### src/rtl/sram3ph_pkg.sv
package sram3ph_pkg;

    typedef enum logic [1:0] {
        PH0 = 2'd0,
        PH1 = 2'd1,
        PH2 = 2'd2
    } phase_t;

    typedef enum logic [1:0] {
        OP_IDLE = 2'd0,
        OP_RD   = 2'd1,
        OP_WR   = 2'd2
    } op_t;

endpackage

### src/rtl/sram3ph_phase.sv
module sram3ph_phase
    import sram3ph_pkg::*;
(
    input  logic   clk,
    input  logic   rst,
    output phase_t phase_o,
    output logic   cpu_en_o
);

    phase_t phase_d;
    phase_t phase_q;

    always_comb begin
        unique case (phase_q)
            PH0:     phase_d = PH1;
            PH1:     phase_d = PH2;
            default: phase_d = PH0;
        endcase
        if (rst) begin
            phase_d = PH0;
        end
    end

    always_ff @(posedge clk) begin
        phase_q <= phase_d;
    end

    assign phase_o  = phase_q;
    assign cpu_en_o = (phase_q == PH2);

endmodule

### src/rtl/sram3ph_bus.sv
module sram3ph_bus
    import sram3ph_pkg::*;
#(
    parameter int ADDR_W = 18,
    parameter int DATA_W = 16
) (
    input  logic                    clk,
    input  logic                    rst,
    input  logic                    cpu_en,
    input  phase_t                  phase,
    input  logic [ADDR_W-1:0]       cpu_addr,
    input  logic [DATA_W-1:0]       cpu_wdata,
    input  logic [DATA_W/8-1:0]     cpu_mask,
    input  logic                    cpu_rd,
    input  logic                    cpu_wr,
    output op_t                     op_o,
    output logic [ADDR_W-1:0]       sram_addr,
    output logic [DATA_W-1:0]       sram_dout,
    output logic                    sram_dout_en,
    output logic                    sram_ce_n,
    output logic                    sram_oe_n,
    output logic                    sram_we_n,
    output logic [DATA_W/8-1:0]     sram_be_n
);

    localparam int LANES = DATA_W / 8;

    typedef struct packed {
        op_t               op;
        logic [ADDR_W-1:0] addr;
        logic [DATA_W-1:0] wdata;
        logic [LANES-1:0]  be_n;
        logic              ce_n;
        logic              oe_n;
        logic              we_n;
        logic              dout_en;
    } bus_state_t;

    bus_state_t st_d;
    bus_state_t st_q;

    always_comb begin
        st_d = st_q;
        // strobe decoded one cycle early so it is low during the middle phase only
        st_d.we_n = !((phase == PH0) && (st_q.op == OP_WR));
        if (cpu_en) begin
            if (cpu_wr) begin
                st_d.op      = OP_WR;
                st_d.addr    = cpu_addr;
                st_d.wdata   = cpu_wdata;
                st_d.be_n    = ~cpu_mask;
                st_d.ce_n    = 1'b0;
                st_d.oe_n    = 1'b1;
                st_d.dout_en = 1'b1;
            end else if (cpu_rd) begin
                st_d.op      = OP_RD;
                st_d.addr    = cpu_addr;
                st_d.be_n    = ~cpu_mask;
                st_d.ce_n    = 1'b0;
                st_d.oe_n    = 1'b0;
                st_d.dout_en = 1'b0;
            end else begin
                st_d.op      = OP_IDLE;
                st_d.be_n    = '1;
                st_d.ce_n    = 1'b1;
                st_d.oe_n    = 1'b1;
                st_d.dout_en = 1'b0;
            end
        end
        if (rst) begin
            st_d.op      = OP_IDLE;
            st_d.addr    = '0;
            st_d.wdata   = '0;
            st_d.be_n    = '1;
            st_d.ce_n    = 1'b1;
            st_d.oe_n    = 1'b1;
            st_d.we_n    = 1'b1;
            st_d.dout_en = 1'b0;
        end
    end

    always_ff @(posedge clk) begin
        st_q <= st_d;
    end

    assign op_o         = st_q.op;
    assign sram_addr    = st_q.addr;
    assign sram_dout    = st_q.wdata;
    assign sram_dout_en = st_q.dout_en;
    assign sram_ce_n    = st_q.ce_n;
    assign sram_oe_n    = st_q.oe_n;
    assign sram_we_n    = st_q.we_n;
    assign sram_be_n    = st_q.be_n;

endmodule

### src/rtl/sram3ph_rdcap.sv
module sram3ph_rdcap
    import sram3ph_pkg::*;
#(
    parameter int DATA_W = 16
) (
    input  logic              clk,
    input  logic              rst,
    input  logic              cpu_en,
    input  op_t               op,
    input  logic [DATA_W-1:0] sram_din,
    output logic [DATA_W-1:0] rdata_o
);

    logic [DATA_W-1:0] rdata_d;
    logic [DATA_W-1:0] rdata_q;

    always_comb begin
        rdata_d = rdata_q;
        if (cpu_en && (op == OP_RD)) begin
            rdata_d = sram_din;
        end
        if (rst) begin
            rdata_d = '0;
        end
    end

    always_ff @(posedge clk) begin
        rdata_q <= rdata_d;
    end

    assign rdata_o = rdata_q;

endmodule

### src/rtl/sram3ph_ctrl.sv
module sram3ph_ctrl
    import sram3ph_pkg::*;
#(
    parameter int ADDR_W = 18,
    parameter int DATA_W = 16
) (
    input  logic                clk,
    input  logic                rst,
    output logic                cpu_en,
    input  logic [ADDR_W-1:0]   cpu_addr,
    input  logic [DATA_W-1:0]   cpu_wdata,
    input  logic [DATA_W/8-1:0] cpu_mask,
    input  logic                cpu_rd,
    input  logic                cpu_wr,
    output logic [DATA_W-1:0]   cpu_rdata,
    output logic [ADDR_W-1:0]   sram_addr,
    output logic [DATA_W-1:0]   sram_dout,
    output logic                sram_dout_en,
    input  logic [DATA_W-1:0]   sram_din,
    output logic                sram_ce_n,
    output logic                sram_oe_n,
    output logic                sram_we_n,
    output logic [DATA_W/8-1:0] sram_be_n
);

    phase_t phase;
    op_t    op;

    sram3ph_phase u_phase (
        .clk      (clk),
        .rst      (rst),
        .phase_o  (phase),
        .cpu_en_o (cpu_en)
    );

    sram3ph_bus #(
        .ADDR_W (ADDR_W),
        .DATA_W (DATA_W)
    ) u_bus (
        .clk          (clk),
        .rst          (rst),
        .cpu_en       (cpu_en),
        .phase        (phase),
        .cpu_addr     (cpu_addr),
        .cpu_wdata    (cpu_wdata),
        .cpu_mask     (cpu_mask),
        .cpu_rd       (cpu_rd),
        .cpu_wr       (cpu_wr),
        .op_o         (op),
        .sram_addr    (sram_addr),
        .sram_dout    (sram_dout),
        .sram_dout_en (sram_dout_en),
        .sram_ce_n    (sram_ce_n),
        .sram_oe_n    (sram_oe_n),
        .sram_we_n    (sram_we_n),
        .sram_be_n    (sram_be_n)
    );

    sram3ph_rdcap #(
        .DATA_W (DATA_W)
    ) u_rdcap (
        .clk      (clk),
        .rst      (rst),
        .cpu_en   (cpu_en),
        .op       (op),
        .sram_din (sram_din),
        .rdata_o  (cpu_rdata)
    );

endmodule

### config.mk
export PLATFORM = sky130hd
export DESIGN_NAME = sram3ph_ctrl
export DESIGN_NICKNAME = d
export VERILOG_FILES = /design/src/rtl/sram3ph_pkg.sv /design/src/rtl/sram3ph_phase.sv /design/src/rtl/sram3ph_bus.sv /design/src/rtl/sram3ph_rdcap.sv /design/src/rtl/sram3ph_ctrl.sv
export SDC_FILE = /design/constraint.sdc
export NUM_CORES = 1
export LEC_CHECK = 0
export CAP_MARGIN = 20
export CORE_MARGIN = 10
export CORE_UTILIZATION = 35
export CTS_CLUSTER_SIZE = 28
export DETAILED_ROUTE_END_ITERATION = 10
export GPL_ROUTABILITY_DRIVEN = 0
export PLACE_DENSITY = 0.75
export SYNTH_ARGS = -nofsm -noshare
export SYNTH_HDL_FRONTEND = slang
export SYNTH_SLANG_ARGS = --single-unit
### constraint.sdc
create_clock -name clk -period 1.3 [get_ports clk]
set_clock_uncertainty 0.15 [all_clocks]
set_input_delay 0.26 -clock clk [delete_from_list [all_inputs] [get_ports clk]]
set_output_delay 0.26 -clock clk [all_outputs]
set_load 0.03 [all_outputs]
* Word level (Yosys, flattened, before mapping)
Cells that the tools add are included.
** Word-level totals
- Bits in registers :: 60
- Bits in latches :: 0
- Memory bits (writable) :: 0
- ROM bits :: 0
- Input bits :: 56
- Output and inout bits :: 57
- Memories kept :: 0
** Operators by class
- Add/sub/neg operators :: 0
- Multipliers :: 0
- Div/mod/pow operators :: 0
- $lt $le $gt $ge :: 0
- Eq/ne operators :: 4
- Shift-type cells :: 0
- Mux-type cells :: 7
- Bitwise operators :: 1
- Reduce and logical (&&, ||, !) cells :: 7
** Operators with widths (count)
- 20-bit two-way mux :: 1
- 18-bit two-way mux :: 1
- 4-bit two-way mux :: 2
- 2-bit by 1-bit == test with 1-bit output (second input constant) :: 2
- 2-bit == test (second input constant) :: 2
- 2-bit case mux with 2 select lines :: 1
- 2-bit AND reduction :: 2
- 1-bit logical AND :: 2
- 2-bit logical NOT :: 1
- 1-bit two-way mux :: 2
- 2-bit inverter :: 1
- 2-bit nonzero test :: 1
- 1-bit logical NOT :: 1

* Logic depth before layout (Yosys ltp)
- Depth in word-level cells :: 3
- Gate-level depth with buffers :: 5
- Gate-level depth less buffers :: 4

* Modules after synthesis
From an unflattened synthesis, not the netlist that was laid out.
** Second synthesis, totals
- Cells, all modules :: 254
- Area total of the unflattened synthesis :: 2562.5 um^2
** Modules (own cells, without submodules)
- sram3ph_bus :: times used 1, cells an instance 179, area an instance 1761.7 um^2
- sram3ph_rdcap :: times used 1, cells an instance 70, area an instance 732.0 um^2
- sram3ph_phase :: times used 1, cells an instance 5, area an instance 68.8 um^2

* Worst setup path after synthesis
OpenSTA, ideal clock, no wires.
- Path type :: register to register
- Start :: reg u_bus.st_q, in the netlist u_bus.op_o[1]
- End :: reg u_rdcap.rdata_q[10] (netlist: u_rdcap.rdata_o[10])
- Library setup time :: 0.070 ns
- Arrival time :: 1.194 ns
- Data required time :: 1.080 ns
- Setup slack :: -0.114 ns
- Cell stages (with the launch flop) :: 6
- Buffers on the path :: 2
- Cells stage by stage :: dfxtp_1 nand4bb_1 clkbuf_2 buf_4 nand2_1 a21oi_2
** Between the ends
- Cells in the longest elaborated chain, start to end :: 2
** RTL lines
- start: declaration :: line sram3ph_bus.sv:40 : bus_state_t st_q;
- start signal: assignment :: line sram3ph_bus.sv:83 : st_q <= st_d;
- 2-bit by 1-bit == test with 1-bit output :: line sram3ph_rdcap.sv:19 : if (cpu_en && (op == OP_RD)) begin
- 1-bit logical AND :: line sram3ph_rdcap.sv:19
- end signal: assignment :: line sram3ph_rdcap.sv:28 : rdata_q <= rdata_d;
- end: declaration :: line sram3ph_rdcap.sv:15 : logic [DATA_W-1:0] rdata_q;
Every way passes these cells.
A chain may end at the register's enable or synchronous reset.

* Worst setup path in the final report
- Start :: reg u_phase.phase_q[0] (netlist: u_phase.phase_o[0])
- End :: out cpu_en
** Between the ends
- Cells in the longest elaborated chain, start to end :: 1
** RTL lines
- start: declaration :: line sram3ph_phase.sv:11 : phase_t phase_q;
- start signal: assignment :: line sram3ph_phase.sv:25 : phase_q <= phase_d;
- 2-bit == test :: line sram3ph_phase.sv:29 : assign cpu_en_o = (phase_q == PH2);
- end: declaration :: line sram3ph_ctrl.sv:9 : output logic cpu_en,
Every way passes these cells.

==> metrics.txt <==
top-count cell post-synth nand2_1; Synth area leader dfxtp_1; Port Buffer Count 112; flop and latch count out of synthesis a little under 60; Layout fillers roughly 530; flop-to-flop setup slack -60 ps; area of the multi-input gates 982 µm²; dpl hpwl roughly 4800 µm; drt total wl around 6600 µm; Switching Share 0.253; critical path class register to primary output; Setup WS pre-CTS -298 ps; Final min period around 1400 ps; Tot Pwr between 4 and 5 mW; DRC Markers 0; Data required, critical path between 800 and 900 ps; worst min-delay path endpoint u_phase.phase_o[0]; final setup fails 33; ratio of cells with drive above 1 in the final layout 0.332; list of most frequent post-synthesis cells nand2_1 (100), dfxtp_1 (59), a21oi_1 (24); sequential share of the synthesized area 0.538; HP Start rst; CTS max path bufs 2; Int Power ~3.0 mW; hold crit path type input pin to register; WL/cell around 14 µm; vias per cell around 4.6; register area approximately 0.0012 mm²; pin count of the biggest net entering global routing 31; startpoint types register; status finished with violations; DR iter-0 viols 53; distinct cell type count after synthesis 24; Top Ports 113; critical path arrival about 1000 ps; CTS root buf clkbuf_8; RR Endpoint u_bus.sram_addr[0]; RSZ-0062 raised after global routing true; syn avg cell area approximately 8.8 µm²; Final Cycle Share 1.09; Post-Syn Instances roughly 250; clock latency on the worst-skew pair between 300 and 400 ps; Syn Std Cell Area between 0.002 and 0.0025 mm²; Synth top area share 0.538; row count 28; final instance area ~0.0037 mm²; hold path cells 2; via count 2099; DR pass1 iterations 4; prevailing post-synth register cell dfxtp_1; Final Hold Viols 0; Syn Nets about 300; Sink Count 59; violated checks negative setup slack; initial antenna violation count 0; r2r startpoint u_phase.phase_o[0]; fraction of registers with async set/reset 0; total CTS buffers 9; final core utilization 0.621; clock share of power 0.407; vias in the first global route roughly 2100; GR Util All Layers 0.125; Max Slew Vio Count 0; EDFF count, synth 0; Die W 99.2 µm; NetSw just over 1 mW; critical-path maximum fanout 2; CORE AREA 0.00599 mm²; Slew headroom 0.820; Die H slightly below 100 µm; area grow syn2layout 69.4%; placed cells around 440; post-route insts no fill 457; Power Dens Cells around 1100 mW/mm²; Clock Pin Slew Worst Setup and Hold Paths about 70 ps; worst vdd ir between 0.6 and 0.7 mV; initial core utilization 0.367; first-pass GRT wire length 10200 µm; Post-DP Area between 0.003 and 0.004 mm²; htree depth 3; Post-DRT Antenna Nets 0; final-stage net count 433; dominant cells by area after synthesis dfxtp_1 (54%), nand2_1 (17%), mux2i_1 (8.2%); Worst Setup Slack, final -120 ps; R2R cell count 5; Setup crit end kind primary output; maximum clock rate 0.704 GHz; combinational power share 0.131; total die area approximately 0.0098 mm²; Pleak around 1.5 nW; worst hold slack 47.0 ps; CTS tree done; GR Overflow Total 0; sequential share of power 0.462; Worst-Margin Slew 267 ps; yosys warns 0; max cap viols 0; antenna cells 0; cts hold-fix bufs 0; setup_tns -1340 ps
[power by group through the flow]
stage               clock (mW)  combinational [mW]  sequential, mW
floorplan                    0               0.137            1.99
finish                    1.66               0.533            1.88
CTS                       1.70               0.516            1.88
detailed placement           0               0.492            1.92
global route              1.78               0.570            1.88
global placement             0               0.490            1.92
[final cells by class]
class	count	share of cell area
Multi-Input combinational cell	173	0.264
Timing Repair Buffer	132	0.336
Clock buffer	9	0.0333
Sequential cell	59	0.320
Inverter	2	0.00202
Clock inverter	7	0.0202
Tap cell	75	0.0252
[state kept, by name, indices dropped and copies added (netlist names)]
name	cells
u_rdcap.rdata_o	16
u_bus.op_o	2
u_bus.sram_we_n	1
u_phase.phase_o	2
u_bus.sram_addr	18
u_bus.sram_oe_n	1
u_bus.sram_dout	16
u_bus.sram_ce_n	1
u_bus.sram_be_n	2
[kinds of logic after synthesis]
kind of cell | share of synthesized area
multiplexers | 0.0820
AND/OR/NAND/NOR | 0.225
AO/OA/AOI/OAI | 0.105
flip-flops | 0.538
buffers and inverters | 0.0507
[critical path, stage by stage (launching register included)]
cell	delay (ps)
dfxtp_4	350
nand2b_4	140
inv_2	70
buf_6	130
[cell usage in the layout (no fill, tap or decap), types with 2 or more instances in the layout]
cell               n
buf_4             60
clkdlybuf4s50_1   54
nand3b_1           2
clkinvlp_4         3
buf_6             10
nor2_1             5
a21oi_2           25
a31oi_1            2
inv_6              2
a21oi_1            9
dfxtp_1           56
dfxtp_4            2
mux2i_1           18
nor3_1             3
buf_12             7
clkbuf_8           9
nand2_1          100
[worst max-delay path by stage]
stage,startpoint,endpoint,slack (ps),depth (start not counted)
5_1_grt,u_phase.phase_o[0],cpu_en,-160,3
3_5_place_dp,cpu_wr,u_bus.sram_addr[0],-300,5
6_report,u_phase.phase_o[0],cpu_en,-120,3
3_3_place_gp,cpu_wr,u_bus.sram_addr[14],-260,5
4_1_cts,u_phase.phase_o[0],cpu_en,-130,3
2_1_floorplan,u_bus.op_o[1],u_rdcap.rdata_o[10],5,5
[what timing repair did]
action,in CTS,in global routing
buffers inserted,5,1
pin swaps,1,0
setup endpoints to repair,22,62
gates resized for setup,9,26
[metal layers]
layer / GRT usage / up-vias / wire (µm)
li1: - / 1066 / -
met1: 0.146 / 933 / 2900
met2: 0.180 / 88 / 2830
met3: 0.0734 / 12 / 748
met4: 0.0584 / 0 / 122
met5: 0 / - / 0
(Power assumes the default switching activity.)
